===== config.mk =====
export PLATFORM = sky130hd
export DESIGN_NAME = qrd_rls_array
export DESIGN_NICKNAME = d
export VERILOG_FILES = /design/src/rtl/qrd_pkg.sv /design/src/rtl/qrd_gain_comp.sv /design/src/rtl/qrd_cordic_engine.sv /design/src/rtl/qrd_tri_store.sv /design/src/rtl/qrd_rls_array.sv
export SDC_FILE = /design/constraint.sdc
export NUM_CORES = 1
export LEC_CHECK = 0
export ABC_AREA = 1
export BUFFER_PORTS_ARGS = -buffer_cell sky130_fd_sc_hd__buf_4
export CORE_MARGIN = 2
export CORE_UTILIZATION = 50
export DETAILED_ROUTE_END_ITERATION = 12
export HOLD_SLACK_MARGIN = 0.12
export PLACE_DENSITY = 0.66
export SYNTH_ARGS = -nofsm -noshare
export SYNTH_HDL_FRONTEND = slang
export SYNTH_SLANG_ARGS = --single-unit
export TNS_END_PERCENT = 1

===== constraint.sdc =====
create_clock -name clk -period 8.6 [get_ports clk]
set_input_delay 0 -clock clk [delete_from_list [all_inputs] [get_ports clk]]
set_output_delay 0 -clock clk [all_outputs]
set_load 0.05 [all_outputs]

===== src/rtl/qrd_pkg.sv =====
package qrd_pkg;

  typedef enum logic {
    MODE_VEC = 1'b0,
    MODE_ROT = 1'b1
  } cordic_mode_e;

  typedef enum logic [1:0] {
    SEQ_IDLE  = 2'd0,
    SEQ_ISSUE = 2'd1,
    SEQ_WAIT  = 2'd2
  } seq_state_e;

endpackage


===== src/rtl/qrd_gain_comp.sv =====
// Constant scaling by about 0.60730 using shifts and adds only:
// 1/2 + 1/8 - 1/64 - 1/512 - 1/8192.
module qrd_gain_comp #(
  parameter int WI = 20
) (
  input  logic signed [WI-1:0] v,
  output logic signed [WI-1:0] p
);

  assign p = (v >>> 1) + (v >>> 3) - (v >>> 6) - (v >>> 9) - (v >>> 13);

endmodule


===== src/rtl/qrd_cordic_engine.sv =====
// Iterative shift-add rotator: one micro-step per cycle.
// Vectoring mode drives y toward zero and records one direction bit per step.
// Rotating mode replays a supplied bit set.
module qrd_cordic_engine
  import qrd_pkg::*;
#(
  parameter int W    = 16,
  parameter int ITER = 12,
  parameter int G    = 2
) (
  input  logic                clk,
  input  logic                rst_n,
  input  logic                start,
  input  cordic_mode_e        mode,
  input  logic signed [W-1:0] x_in,
  input  logic signed [W-1:0] y_in,
  input  logic [ITER-1:0]     dirs_in,
  output logic                busy,
  output logic                done,
  output logic signed [W-1:0] x_out,
  output logic signed [W-1:0] y_out,
  output logic [ITER-1:0]     dirs_out
);

  localparam int WI   = W + 2 * G;
  localparam int IW   = $clog2(ITER);
  localparam int YTOL = 1 << (W - 9);
  localparam logic signed [WI-1:0] HI = WI'((1 << (W - 1)) - 1);
  localparam logic signed [WI-1:0] LO = -HI - 1;

  function automatic logic signed [WI-1:0] widen(input logic signed [W-1:0] v);
    return {{G{v[W-1]}}, v, {G{1'b0}}};
  endfunction

  function automatic logic signed [W-1:0] clamp(input logic signed [WI-1:0] v);
    logic signed [WI-1:0] t;
    t = v >>> G;
    if (t > HI) return HI[W-1:0];
    if (t < LO) return LO[W-1:0];
    return t[W-1:0];
  endfunction

  logic signed [WI-1:0] x_q, y_q;
  logic [IW-1:0]        it_q;
  cordic_mode_e         mode_q;
  logic [ITER-1:0]      dirs_q;
  logic                 busy_q, done_q;
  logic signed [W-1:0]  xo_q, yo_q;

  logic signed [WI-1:0] xs, ys, xn, yn;
  logic                 neg;
  logic signed [WI-1:0] pre  [2];
  logic signed [WI-1:0] comp [2];

  always_comb begin
    xs  = x_q >>> it_q;
    ys  = y_q >>> it_q;
    neg = (mode_q == MODE_VEC) ? y_q[WI-1] : dirs_q[it_q];
    if (neg) begin
      xn = x_q - ys;
      yn = y_q + xs;
    end else begin
      xn = x_q + ys;
      yn = y_q - xs;
    end
    pre[0] = xn;
    pre[1] = yn;
  end

  genvar gc;
  generate
    for (gc = 0; gc < 2; gc++) begin : g_comp
      qrd_gain_comp #(.WI(WI)) u_comp (
        .v(pre[gc]),
        .p(comp[gc])
      );
    end
  endgenerate

  always_ff @(posedge clk) begin
    if (!rst_n) begin
      x_q    <= '0;
      y_q    <= '0;
      it_q   <= '0;
      mode_q <= MODE_VEC;
      dirs_q <= '0;
      busy_q <= 1'b0;
      done_q <= 1'b0;
      xo_q   <= '0;
      yo_q   <= '0;
    end else begin
      done_q <= 1'b0;
      if (start && !busy_q) begin
        x_q    <= widen(x_in);
        y_q    <= widen(y_in);
        it_q   <= '0;
        mode_q <= mode;
        dirs_q <= (mode == MODE_VEC) ? '0 : dirs_in;
        busy_q <= 1'b1;
      end else if (busy_q) begin
        x_q  <= xn;
        y_q  <= yn;
        it_q <= it_q + 1'b1;
        if (mode_q == MODE_VEC) dirs_q[it_q] <= neg;
        if (it_q == IW'(ITER - 1)) begin
          busy_q <= 1'b0;
          done_q <= 1'b1;
          xo_q   <= clamp(comp[0]);
          yo_q   <= clamp(comp[1]);
        end
      end
    end
  end

  assign busy     = busy_q;
  assign done     = done_q;
  assign x_out    = xo_q;
  assign y_out    = yo_q;
  assign dirs_out = dirs_q;

  AST_VEC_NULLS_Y: assert property (@(posedge clk) disable iff (!rst_n)
    (done_q && mode_q == MODE_VEC) |-> ((yo_q < W'(YTOL)) && (yo_q > -W'(YTOL))));

  AST_VEC_NONNEG: assert property (@(posedge clk) disable iff (!rst_n)
    (done_q && mode_q == MODE_VEC) |-> !xo_q[W-1]);

endmodule


===== src/rtl/qrd_tri_store.sv =====
// Upper-triangular register file: N rows by N+1 columns, the last column is u.
// Port a is the external read, port b feeds the sequencer.
module qrd_tri_store #(
  parameter int N = 4,
  parameter int W = 16
) (
  input  logic                          clk,
  input  logic                          rst_n,
  input  logic                          we,
  input  logic [$clog2(N)-1:0]          wr_row,
  input  logic [$clog2(N+1)-1:0]        wr_col,
  input  logic signed [W-1:0]           wr_data,
  input  logic [$clog2(N)-1:0]          ra_row,
  input  logic [$clog2(N+1)-1:0]        ra_col,
  output logic signed [W-1:0]           ra_data,
  input  logic [$clog2(N)-1:0]          rb_row,
  input  logic [$clog2(N+1)-1:0]        rb_col,
  output logic signed [W-1:0]           rb_data
);

  localparam int M  = N + 1;
  localparam int RW = $clog2(N);
  localparam int CW = $clog2(M);

  logic signed [W-1:0] cell_q [N][M];

  always_ff @(posedge clk) begin
    for (int r = 0; r < N; r++) begin
      for (int c = 0; c < M; c++) begin
        if (!rst_n || c < r) begin
          cell_q[r][c] <= '0;
        end else if (we && wr_row == RW'(r) && wr_col == CW'(c)) begin
          cell_q[r][c] <= wr_data;
        end
      end
    end
  end

  always_comb begin
    ra_data = '0;
    rb_data = '0;
    for (int r = 0; r < N; r++) begin
      for (int c = 0; c < M; c++) begin
        if (c >= r) begin
          if (ra_row == RW'(r) && ra_col == CW'(c)) ra_data = cell_q[r][c];
          if (rb_row == RW'(r) && rb_col == CW'(c)) rb_data = cell_q[r][c];
        end
      end
    end
  end

  AST_DIAG_NONNEG: assert property (@(posedge clk) disable iff (!rst_n)
    (we && wr_col == CW'(wr_row)) |-> !wr_data[W-1]);

  AST_WRITE_UPPER: assert property (@(posedge clk) disable iff (!rst_n)
    we |-> (wr_col >= CW'(wr_row) && wr_col <= CW'(M - 1)));

endmodule


===== src/rtl/qrd_rls_array.sv =====
// Folded triangular rotation array: one shared rotator visits every cell,
// row by row, diagonal first, then left to right across the row.
module qrd_rls_array
  import qrd_pkg::*;
#(
  parameter int N    = 4,
  parameter int W    = 16,
  parameter int ITER = 12
) (
  input  logic                     clk,
  input  logic                     rst_n,
  input  logic                     in_valid,
  output logic                     in_ready,
  input  logic [(N+1)*W-1:0]       in_row,
  output logic                     done,
  input  logic [$clog2(N)-1:0]     rd_row,
  input  logic [$clog2(N+1)-1:0]   rd_col,
  output logic signed [W-1:0]      rd_data
);

  localparam int M  = N + 1;
  localparam int RW = $clog2(N);
  localparam int CW = $clog2(M);

  seq_state_e          state_q;
  logic [RW-1:0]       k_q;
  logic [CW-1:0]       j_q;
  logic                ident_q;
  logic [ITER-1:0]     dirs_q;
  logic                done_q;
  logic signed [W-1:0] xrow_q   [M];
  logic signed [W-1:0] row_elem [M];

  genvar gi;
  generate
    for (gi = 0; gi < M; gi++) begin : g_unpack
      assign row_elem[gi] = in_row[gi*W +: W];
    end
  endgenerate

  logic                is_diag, xin_zero, bypass, last_cell, row_end;
  logic signed [W-1:0] r_cur;
  logic                eng_start, eng_busy, eng_done;
  logic signed [W-1:0] eng_x, eng_y;
  logic [ITER-1:0]     eng_dirs;
  logic                st_we;

  always_comb begin
    is_diag   = (j_q == CW'(k_q));
    xin_zero  = (xrow_q[j_q] == '0);
    bypass    = is_diag ? xin_zero : ident_q;
    row_end   = (j_q == CW'(M - 1));
    last_cell = row_end && (k_q == RW'(N - 1));
    eng_start = (state_q == SEQ_ISSUE) && !bypass;
    st_we     = (state_q == SEQ_WAIT) && eng_done;
  end

  qrd_cordic_engine #(.W(W), .ITER(ITER), .G(2)) u_engine (
    .clk      (clk),
    .rst_n    (rst_n),
    .start    (eng_start),
    .mode     (is_diag ? MODE_VEC : MODE_ROT),
    .x_in     (r_cur),
    .y_in     (xrow_q[j_q]),
    .dirs_in  (dirs_q),
    .busy     (eng_busy),
    .done     (eng_done),
    .x_out    (eng_x),
    .y_out    (eng_y),
    .dirs_out (eng_dirs)
  );

  qrd_tri_store #(.N(N), .W(W)) u_store (
    .clk     (clk),
    .rst_n   (rst_n),
    .we      (st_we),
    .wr_row  (k_q),
    .wr_col  (j_q),
    .wr_data (eng_x),
    .ra_row  (rd_row),
    .ra_col  (rd_col),
    .ra_data (rd_data),
    .rb_row  (k_q),
    .rb_col  (j_q),
    .rb_data (r_cur)
  );

  logic advance;
  assign advance = (state_q == SEQ_ISSUE && bypass) || (state_q == SEQ_WAIT && eng_done);

  always_ff @(posedge clk) begin
    if (!rst_n) begin
      state_q <= SEQ_IDLE;
      k_q     <= '0;
      j_q     <= '0;
      ident_q <= 1'b0;
      dirs_q  <= '0;
      done_q  <= 1'b0;
      for (int i = 0; i < M; i++) xrow_q[i] <= '0;
    end else begin
      done_q <= 1'b0;
      case (state_q)
        SEQ_IDLE: begin
          if (in_valid) begin
            for (int i = 0; i < M; i++) xrow_q[i] <= row_elem[i];
            k_q     <= '0;
            j_q     <= '0;
            state_q <= SEQ_ISSUE;
          end
        end
        SEQ_ISSUE: begin
          if (is_diag) ident_q <= xin_zero;
          if (!bypass) state_q <= SEQ_WAIT;
        end
        SEQ_WAIT: begin
          if (eng_done) begin
            if (is_diag) dirs_q <= eng_dirs;
            else         xrow_q[j_q] <= eng_y;
            state_q <= SEQ_ISSUE;
          end
        end
        default: state_q <= SEQ_IDLE;
      endcase
      if (advance) begin
        if (last_cell) begin
          state_q <= SEQ_IDLE;
          done_q  <= 1'b1;
        end else if (row_end) begin
          k_q <= k_q + 1'b1;
          j_q <= CW'(k_q) + CW'(1);
        end else begin
          j_q <= j_q + 1'b1;
        end
      end
    end
  end

  assign in_ready = (state_q == SEQ_IDLE);
  assign done     = done_q;

  AST_READY_DROPS: assert property (@(posedge clk) disable iff (!rst_n)
    (in_valid && in_ready) |=> !in_ready);

  AST_DONE_PULSE: assert property (@(posedge clk) disable iff (!rst_n)
    done |=> !done);

  AST_DONE_ENDS_BUSY: assert property (@(posedge clk) disable iff (!rst_n)
    done |-> (in_ready && !$past(in_ready)));

  AST_ENGINE_FREE: assert property (@(posedge clk) disable iff (!rst_n)
    eng_start |-> !eng_busy);

endmodule


==> metrics.md <==
| Metric | Value |
|---|---|
| Final ANT Viol Nets | 0 |
| Reg2reg start | u_engine.it_q[0] |
| Post-synth top area share | approximately a third |
| Die Wd | around 250 microns |
| Post-Syn Nets | 4,383 |
| Storage cell area | 12,820 sq um |
| FMAX | between 100 and 150 MHz |
| # nets final | between 4,000 and 5,000 |
| Routed Wire Length | around 96 mm |
| Congestion Overflow GR | 0 |
| Worst reg2reg path endpoint | u_engine.x_out[6] |
| Crit path max-delay cell type | fa_1 |
| Routing usage on met1 | 41.72% |
| Vias per cell | 5.591 |
| Area Growth Syn to Fin | 13.79% |
| Mapped Avg Cell Area | 7.609 sq um |
| Port-buffer cells | 105 |
| Post-synth top flop | edfxtp_1 |
| RD Place Congestion | about 0.95 |
| CP Class | reg -> reg |
| CTS tree | yes |
| Cell variety after synth | between 50 and 60 |
| Row count | 91 |
| Synthesized flop and latch total | 464 |
| 1st-iter DRT viols | between 3,000 and 4,000 |
| Total CTS buffers | 52 |
| End point of the critical path | u_engine.x_out[6] |
| Max Buffers Root-to-Sink | 3 |
| H-tree Lvls | 2 |
| Crit path launch | u_engine.it_q[0] |
| Post-synthesis sequential area ratio | 40.84% |
| Final hold slack | 0.2340 ns |
| Final clock skew | 0.04303 ns |
| Initial core utilization | about half |
| Met2 Track Usage GR | 47.18% |
| DRT Pass-1 Iters | 6 |
| Clock-pin slew on the worst setup and hold paths | 0.06 ns |
| Final Max Slew Viols | 0 |
| Clock Sinks | 464 |
| Final setup fails | 0 |
| Global-route wire length before repair | around 150 mm |
| Die height | 254.5 microns |
| Tcrit/Tclk final | 91.92% |
| Largest net degree at the start of global routing | 98 |
| Critical path required time | 9.10 ns |
| EDFF count, synth | about 350 |
| Slew HR | between 20% and 30% |
| FILL cells | 5,696 |
| Vias in the first global route | 26,801 |
| MaxCap Viol Count | 0 |
| Final hold viol count | 0 |
| Synth Warn # | 0 |
| Clock root buffer | clkbuf_16 |
| R2R depth | 44 |
| Area contributors post-synth | edfxtp_1, nand2_1, dfxtp_1 |
| GRT met3 Usage | 3.838% |
| Routed length per placed instance | roughly 19 microns |
| Post-layout min period | between 7 and 8 ns |
| Measured slew at the worst slew-check pin | 1.171 ns |
| Fin area | 35,700 sq um |
| Clk_lat worst skew | between 0.6 and 0.7 ns |
| Non-Filler Instances | 5,121 |
| Boundary pin count | ~110 |
| Placeable Area | 61,830 sq um |
| Top cell type by total area after synthesis | edfxtp_1 |
| Ys async rst share | 0% |
| GRT Overall Usage | 29.40% |
| Synth cell count leaders | nand2_1, inv_1, nor2_1 |
| Busiest grt layer | met2 |
| Top-count cell post-synth | nand2_1 |
| WP data arrival | around 8.4 ns |
| Initial antenna violation count | 1 |
| Crit end category | flop |
| CP max FO | 22 |
| R2R setup slack | 0.69 ns |
| Antenna cells | 0 |
| DIE AREA | about 65,000 sq um |
| Post-Place Cells | 4,930 |
| DP Wirelength | between 70 and 80 mm |
| Vias | 28,630 |
| Layout cells sized above 1 | under 10% |
| Status | completed |
| Startpoint Class | flop |
| Most common cell on crit path | nand2_1 |
| Multi-input logic area | 15,900 sq um |
| Syn Inst Count | 4,123 |
| DR DRC count | 0 |
| Dpl cell area | around 33,000 sq um |
| Max incr delay on CP | 0.58 ns |
| Synthesized area | between 30,000 and 40,000 sq um |
| Hold WC Path Type | in -> reg |
-- routing by layer --
| metal | routed length [microns] | share of wire [%] |
|---|---|---|
| met1 | 42420 | 44 |
| met2 | 43650 | 45 |
| met3 | 7303 | 7.6 |
| met4 | 2645 | 2.8 |
| met5 | 0 | 0 |
-- stage by stage --
step,setup TNS (ns),util [%],worst slack (ns)
after detailed placement,0,53.22,0.1740
final,0,57.74,0.6945
after floorplan,0,-,1.261
after global placement,0,53.22,0.1558
after global routing,-0.1774,57.74,-0.02935
after CTS,0,57.45,0.1481
-- area by class of cell --
type / instances / area share [%]
timing repair buffer: 263 / 6.358
multi-input combinational: 2959 / 44.55
inverter: 500 / 5.296
sequential: 464 / 35.90
clock buffer: 62 / 3.866
clock inverter: 36 / 1.090
tap: 837 / 2.934
-- repair_timing --
item                                   4_1_cts  5_1_grt
setup buffers                                0        8
hold buffers                                85        0
endpoints found under the hold margin      115        0
gates resized for setup                      0       31
setup endpoints to repair                    0       32
-- registers in the layout, indices dropped and copies added, names as in the netlist --
signal and cells:
u_store.cell_q 224, xrow_q 128, u_engine.x_q 20, u_engine.y_q 20
u_engine.x_out 16, u_engine.y_out 16, dirs_q 12, u_engine.dirs_out 12
u_engine.it_q 4, j_q 3, k_q 2, state_q 2
done 1, ident_q 1, u_engine.busy 1, u_engine.done 1
u_engine.mode_q 1
-- worst max-delay path: cells and delay by family, from the launching register on --
family / cells / cell delay (ns)
fa+ha+maj: 6 / 2.54
simple gates: 22 / 2.42
compound gates: 6 / 0.98
xor+xnor: 2 / 0.37
flops: 1 / 0.45
buf+inv: 8 / 1.04
-- layout by cell type, fill, tap and decap left out, types with 7 or more instances in the layout --
cell type,Yosys,final
nand2_1,1005,1004
inv_1,478,475
nor2_1,457,453
edfxtp_1,352,352
o21ai_0,325,300
nand3_1,298,298
a21oi_1,250,246
buf_4,12,170
dfxtp_1,112,110
ha_1,98,98
dlygate4sd3_1,0,85
nand4_1,76,76
fa_1,74,74
xor2_1,58,58
clkbuf_16,0,53
o21ai_1,32,52
a22oi_1,38,38
or2_2,32,32
o211ai_1,27,27
xnor2_1,23,23
inv_2,17,18
nor3_1,22,17
o2111ai_1,15,15
o31ai_1,14,14
o21bai_1,13,13
clkinv_2,0,11
clkinv_1,4,10
nor2_2,7,9
o22ai_1,9,9
nand2_2,8,9
clkinvlp_4,0,8
or2_1,8,8
a21oi_2,6,8
a31oi_1,8,8
nor3_2,2,7
and2_1,7,7
clkbuf_1,127,7
-- worst min path at each step --
| stage | startpoint | to | slack, ns | cells after the start |
|---|---|---|---|---|
| global placement | in_row[66] | xrow_q[4][2] | 0.31 | 3 |
| global route | in_row[34] | xrow_q[2][2] | 0.24 | 4 |
| finish | in_row[28] | xrow_q[1][12] | 0.23 | 4 |
| CTS | in_row[34] | xrow_q[2][2] | 0.20 | 4 |
| detailed placement | in_row[43] | xrow_q[2][11] | 0.32 | 3 |
| floorplan | in_valid | state_q[0] | 0.19 | 2 |
-- logic make-up (layout without fill, tap and decap cells) --
kind of cell / after synthesis / after routing / synth area share (%)
flops: 464 / 464 / 40.84
fa+ha+maj: 172 / 172 / 8.630
xor+xnor: 81 / 81 / 2.261
compound gates: 764 / 764 / 13.51
simple gates: 1942 / 1942 / 25.94
buf+inv: 700 / 861 / 8.822
Power is not shown: default switching activity piles up to over one toggle a cycle in this logic, so the estimate is an artifact.
